**src/rtl/addr_bit_latch_pkg.sv**
```systemverilog
package addr_bit_latch_pkg;
  typedef struct packed {
    logic writeStb;
    logic holdAll;
    logic demuxOn;
    logic forceLow;
  } abl_strobe_t;
endpackage

```
**src/rtl/abl_ctrl.sv**
```systemverilog
module abl_ctrl
  import addr_bit_latch_pkg::*;
(
  input  logic        clk,
  input  logic        rstN,
  input  logic        clrN,
  input  logic        enN,
  output abl_strobe_t stb
);
  always_comb begin
    stb.writeStb = clrN & ~enN;
    stb.holdAll  = clrN & enN;
    stb.demuxOn  = ~clrN & ~enN;
    stb.forceLow = ~clrN & enN;
  end

  // Exactly one mode is active in any cycle.
  assert_one_mode_R2: assert property (@(posedge clk) disable iff (!rstN)
    $onehot({stb.writeStb, stb.holdAll, stb.demuxOn, stb.forceLow}));
endmodule

```
**src/rtl/abl_store.sv**
```systemverilog
module abl_store
  import addr_bit_latch_pkg::*;
#(
  parameter int ADDR_W       = 3,
  parameter bit DEMUX_CLEARS = 1'b1,
  localparam int NB          = 1 << ADDR_W
)(
  input  logic              clk,
  input  logic              rstN,
  input  logic              clrN,
  input  abl_strobe_t       stb,
  input  logic [ADDR_W-1:0] sel,
  input  logic              din,
  output logic [NB-1:0]     q
);
  logic [NB-1:0] selHot;
  logic [NB-1:0] store;
  logic [NB-1:0] nextStore;

  for (genvar b = 0; b < NB; b++) begin : g_dec
    assign selHot[b] = (sel == ADDR_W'(b));
  end

  always_comb begin
    nextStore = store;
    if (stb.writeStb) nextStore = (store & ~selHot) | (selHot & {NB{din}});
    if (!DEMUX_CLEARS && stb.forceLow) nextStore = '0;
  end

  if (DEMUX_CLEARS) begin : g_async
    logic storeRstN;
    assign storeRstN = rstN & clrN;
    always_ff @(posedge clk or negedge storeRstN)
      if (!storeRstN) store <= '0;
      else            store <= nextStore;

    assert_clear_store_R6: assert property (@(posedge clk) disable iff (!rstN)
      !clrN |-> (store == '0));
  end else begin : g_sync
    always_ff @(posedge clk or negedge rstN)
      if (!rstN) store <= '0;
      else       store <= nextStore;

    assert_demux_keeps_R8: assert property (@(posedge clk) disable iff (!rstN)
      stb.demuxOn |=> $stable(store));
  end

  always_comb begin
    if (stb.forceLow)     q = '0;
    else if (stb.demuxOn) q = selHot & {NB{din}};
    else                  q = store;
  end

  assert_others_kept_R2: assert property (@(posedge clk) disable iff (!rstN || !clrN)
    stb.writeStb |=> ((store & ~$past(selHot)) == ($past(store) & ~$past(selHot))));

  assert_addr_written_R7: assert property (@(posedge clk) disable iff (!rstN || !clrN)
    stb.writeStb |=> ((|(store & $past(selHot))) == $past(din)));

  assert_hold_stable_R3: assert property (@(posedge clk) disable iff (!rstN || !clrN)
    stb.holdAll |=> $stable(store));

  assert_demux_onehot_R4: assert property (@(posedge clk) disable iff (!rstN)
    stb.demuxOn |-> ($onehot0(q) && ((q & ~selHot) == '0)));

  assert_blank_low_R5: assert property (@(posedge clk) disable iff (!rstN)
    stb.forceLow |-> (q == '0));
endmodule

```
**src/rtl/addr_bit_latch.sv**
```systemverilog
module addr_bit_latch
  import addr_bit_latch_pkg::*;
#(
  parameter int ADDR_W       = 3,
  parameter bit DEMUX_CLEARS = 1'b1,
  localparam int NB          = 1 << ADDR_W
)(
  input  logic              clk,
  input  logic              rstN,
  input  logic              clrN,
  input  logic              enN,
  input  logic [ADDR_W-1:0] sel,
  input  logic              din,
  output logic [NB-1:0]     q
);
  abl_strobe_t stb;

  abl_ctrl ctrl_i (
    .clk  (clk),
    .rstN (rstN),
    .clrN (clrN),
    .enN  (enN),
    .stb  (stb)
  );

  abl_store #(.ADDR_W(ADDR_W), .DEMUX_CLEARS(DEMUX_CLEARS)) store_i (
    .clk  (clk),
    .rstN (rstN),
    .clrN (clrN),
    .stb  (stb),
    .sel  (sel),
    .din  (din),
    .q    (q)
  );
endmodule

```
**config.mk**
```make
export PLATFORM = sky130hd
export DESIGN_NAME = addr_bit_latch
export DESIGN_NICKNAME = d
export VERILOG_FILES = /design/src/rtl/addr_bit_latch_pkg.sv /design/src/rtl/abl_ctrl.sv /design/src/rtl/abl_store.sv /design/src/rtl/addr_bit_latch.sv
export SDC_FILE = /design/constraint.sdc
export NUM_CORES = 1
export LEC_CHECK = 0
export ABC_AREA = 1
export CORE_AREA = 3 3 40 42
export CTS_CLUSTER_DIAMETER = 50
export DETAILED_ROUTE_END_ITERATION = 10
export DIE_AREA = 0 0 43 45
export GPL_TIMING_DRIVEN = 0
export MAX_ROUTING_LAYER = met4
export PLACE_DENSITY = 0.78
export SYNTH_ARGS = -nofsm -noshare
export SYNTH_HDL_FRONTEND = slang
export SYNTH_SLANG_ARGS = --single-unit
```
**constraint.sdc**
```tcl
create_clock -name clk -period 3.1 [get_ports clk]
set_input_delay 0.93 -clock clk [delete_from_list [all_inputs] [get_ports clk]]
set_output_delay 0.93 -clock clk [all_outputs]
set_load 0.02 [all_outputs]
```
==> metrics.txt <==
# TYPE chip_impl_metric gauge
chip_impl_info{name="outcome",value="complete, no violations"} 1
chip_impl_metric{name="preCtsSetupSlack",unit="ps"} -378
chip_impl_metric{name="post_drt_via_cell_ratio",unit=""} 5.12
chip_impl_metric{name="cts_max_level",unit=""} 1
chip_impl_metric{name="groute.layer.met3.usage",unit=""} 0.0359
chip_impl_metric{name="netlist_instances",unit=""} 85
chip_impl_metric{name="fin_area",unit="um^2"} 722
chip_impl_metric{name="critPathBufInv",unit=""} 3
chip_impl_metric{name="sequential_cell_area",unit="um^2"} 200
chip_impl_metric{name="chipWidth",unit="um"} 43
chip_impl_info{name="cpLargestDelayFamily",value="buffers and inverters"} 1
chip_impl_metric{name="synth.lib_cells_used.distinct",unit=""} 13
chip_impl_metric{name="post-place-cells",unit=""} 113
chip_impl_info{name="rsz_0062_raised_after_global_routing",value="false"} 1
chip_impl_info{name="critical_path_cell_with_the_highest_stage_delay",value="clkdlybuf4s50_1"} 1
chip_impl_metric{name="antenna_violations_before_repair",unit=""} 0
chip_impl_metric{name="floorplan.die.height",unit="um"} 45
chip_impl_metric{name="cts_hold_repair.buffers",unit=""} 0
chip_impl_metric{name="place.gp.congestion",unit=""} 0.775
chip_impl_metric{name="synth.cell_area",unit="um^2"} 548
chip_impl_metric{name="fin_worst_skew",unit="ps"} 0
chip_impl_metric{name="grt_first_pass_wirelength",unit="um"} 2350
chip_impl_metric{name="synth.yosys.warnings",unit=""} 0
chip_impl_metric{name="mappedNetlistNets",unit=""} 93
chip_impl_metric{name="slew-limit-headroom",unit=""} 0.778
chip_impl_metric{name="effective_utilization_at_floorplan",unit=""} 0.426
chip_impl_metric{name="cts_buffer_count",unit=""} 3
chip_impl_metric{name="tritoncts_num_sinks",unit=""} 8
chip_impl_metric{name="synth_seq_area_share",unit=""} 0.365
chip_impl_metric{name="timing.critical_path.arrival",unit="ps"} 2080
chip_impl_metric{name="wl",unit="um"} 1320
chip_impl_metric{name="remaining_drc_errors",unit=""} 0
chip_impl_metric{name="maxSlewViolCount",unit=""} 0
chip_impl_metric{name="ir_drop",unit="mV"} 0.291
chip_impl_metric{name="drt-wirelength-per-cell",unit="um"} 11.4
chip_impl_metric{name="detail_route.iter0.violations",unit=""} 24
chip_impl_metric{name="timing.critical_path.slowest_cell_delay",unit="ps"} 420
chip_impl_metric{name="multi_input_comb_area",unit="um^2"} 308
chip_impl_metric{name="grtUsageMet2",unit=""} 0.251
chip_impl_metric{name="global_route.overflow_total",unit=""} 0
chip_impl_info{name="yosys.area.top_type",value="dfrtp_1"} 1
chip_impl_metric{name="crit_required",unit="ps"} 2170
chip_impl_metric{name="nFillCells",unit=""} 131
chip_impl_info{name="grt_most_used_layer",value="met2"} 1
chip_impl_info{name="timing.critical_path.cells",value="clkdlybuf4s50_1 -> inv_1 -> nand3_4 -> o21ai_1 -> clkdlybuf4s15_1"} 1
chip_impl_metric{name="layout_cells_sized_above_1",unit=""} 0.158
chip_impl_metric{name="nets",unit=""} 111
chip_impl_metric{name="p_leak",unit="nW"} 0.364
chip_impl_metric{name="core_area",unit="mm^2"} 0.00128
chip_impl_metric{name="number_of_standard_cells_in_the_final_layout_excluding_fillers",unit=""} 116
chip_impl_metric{name="critical_path_peak_fanout",unit=""} 7
chip_impl_metric{name="dp.final_hpwl",unit="um"} 905
chip_impl_metric{name="number_of_nets_with_antenna_violations_after_detailed_routing",unit=""} 0
chip_impl_metric{name="postLayoutSetupSlackWorst",unit="ps"} 85.4
chip_impl_metric{name="setup_violations",unit=""} 0
chip_impl_metric{name="synth.ff_latch_count",unit=""} 8
chip_impl_info{name="critical_path.endpoint_type",value="output pin"} 1
chip_impl_metric{name="final.period_utilization",unit=""} 0.972
chip_impl_metric{name="final_core_util",unit=""} 0.562
chip_impl_metric{name="clock.fmax",unit="MHz"} 332
chip_impl_metric{name="cts.reportedPaths.clkPinSlew",unit="ps"} 60
chip_impl_metric{name="die_area",unit="mm^2"} 0.00194
chip_impl_metric{name="flow.area_growth_from_synthesis",unit="%"} 31.7
chip_impl_metric{name="antennaDiodeCount",unit=""} 0
chip_impl_info{name="start_kind",value="primary input"} 1
chip_impl_metric{name="detailroute.via_count",unit=""} 594
chip_impl_metric{name="cell_pwr_density",unit="mW/mm^2"} 450
chip_impl_metric{name="gr-usage-met1",unit=""} 0.211
chip_impl_info{name="top_cells_by_area_in_the_synthesized_netlist",value="dfrtp_1 (37%), nand2_1 (23%), nand3_1 (9.1%), o21ai_1 (9.1%), nor2_1 (5.5%)"} 1
chip_impl_metric{name="finalHoldViolCount",unit=""} 0
chip_impl_metric{name="buffer_ports.inserted",unit=""} 13
chip_impl_metric{name="detailedRoute.firstPassIterationCount",unit=""} 4
chip_impl_metric{name="maximum_number_of_pins_on_one_net_before_global_route_repair",unit=""} 11
chip_impl_metric{name="clkLatencyLatePin",unit="ps"} 270
chip_impl_metric{name="detailed_place.area",unit="um^2"} 697
chip_impl_metric{name="synth.avg_cell_area",unit="um^2"} 6.45
chip_impl_metric{name="design.portCount",unit=""} 16
chip_impl_metric{name="drv.max_cap_violation_count",unit=""} 0
chip_impl_metric{name="timing.final.crit_period",unit="ps"} 3010
chip_impl_info{name="crit_type",value="primary input to output pin"} 1
chip_impl_info{name="holdCritPathClass",value="flip-flop to flip-flop"} 1
chip_impl_metric{name="vias_in_the_first_global_route",unit=""} 535
chip_impl_info{name="cell_at_the_root_of_the_clock_tree",value="clkbuf_4"} 1
chip_impl_metric{name="worst_pin_slew",unit="ps"} 333
chip_impl_info{name="tritoncts",value="built"} 1
chip_impl_metric{name="synthDominantCellAreaShare",unit=""} 0.365
chip_impl_metric{name="cts-root-to-sink-buffers",unit=""} 2
chip_impl_metric{name="p_total",unit="W"} 0.000325
chip_impl_metric{name="gr-usage-all-layers",unit=""} 0.174
chip_impl_metric{name="row_count",unit=""} 13
stage by stage:
stage | setup TNS (ps) | hold slack, ps
after floorplan | 0 | 442
after global placement | -2650 | 455
after detailed placement | -2620 | 459
after CTS | 0 | 474
after global routing | 0 | 484
final | 0 | 471
area by class of cell:
class / instances / share of cell area
Buffer: 3 / 0.0364
Multi-Input combinational cell: 67 / 0.426
Clock buffer: 3 / 0.0312
Inverter: 7 / 0.0364
Timing Repair Buffer: 13 / 0.166
Tap cell: 15 / 0.0260
Sequential cell: 8 / 0.277
worst paths after layout:
path | from | endpoint | slack (ps) | depth (start not counted)
max in group asynchronous | clrN | async pin | 1630 | 4
worst max-delay path | clrN | q[7] | 90 | 5
worst min-delay path | flip-flop | flip-flop | 470 | 2
min in group asynchronous | rstN | async pin | 1020 | 3
worst max register to register | flip-flop | flip-flop | 2440 | 2
worst min register to register | flip-flop | flip-flop | 470 | 2
what timing repair did:
item,in CTS,in global routing
setup endpoints to repair,8,8
setup buffers,0,0
hold endpoints to repair,0,0
resized for setup,12,7
layout by cell type, fill, tap and decap left out, types with 2 or more instances in the layout:
master           netlist  routed
nand4_1                2       2
clkdlybuf4s50_1        0       3
nor2_1                 8       8
buf_4                  2       2
inv_1                  2       2
dlygate4sd2_1          0       4
o21ai_1               10      10
nand3_1               10      10
nand2_1               33      33
inv_2                  5       5
clkdlybuf4s15_1        0       5
clkbuf_4               0       3
dfrtp_1                8       8
cells in the mapped netlist:
| master | n |
|---|---|
| buf_4 | 2 |
| buf_6 | 1 |
| dfrtp_1 | 8 |
| inv_1 | 2 |
| inv_2 | 5 |
| nand2_1 | 33 |
| nand2_2 | 1 |
| nand3_1 | 10 |
| nand3_2 | 1 |
| nand4_1 | 2 |
| nor2_1 | 8 |
| nor2_2 | 2 |
| o21ai_1 | 10 |
power breakdown:
group	internal [W]	switching (W)	total, W
logic	0.0000396	0.0000611	0.000101
registers	0.000126	0.0000107	0.000136
clock network	0.0000448	0.0000431	0.0000879
total	0.000210	0.000115	0.000325
routing by layer:
metal / up-vias / wire length [um]
li1: 308 / -
met1: 253 / 612
met2: 27 / 566
met3: 6 / 103
met4: 0 / 42
met5: - / 0
cell families (layout without fill, tap and decap cells):
logic type             Yosys count  in the layout  synth area share
AO/OA/AOI/OAI                   10             10            0.0913
flip-flops                       8              8             0.365
buffers and inverters           10             26            0.0959
AND/OR/NAND/NOR                 57             57             0.447
worst register-to-register path, cell delays in order, from the launching register on:
cell and delay (ps):
dfrtp_1 390, o21ai_1 80, nand2_1 70
Power figures use the tool's default switching activity.
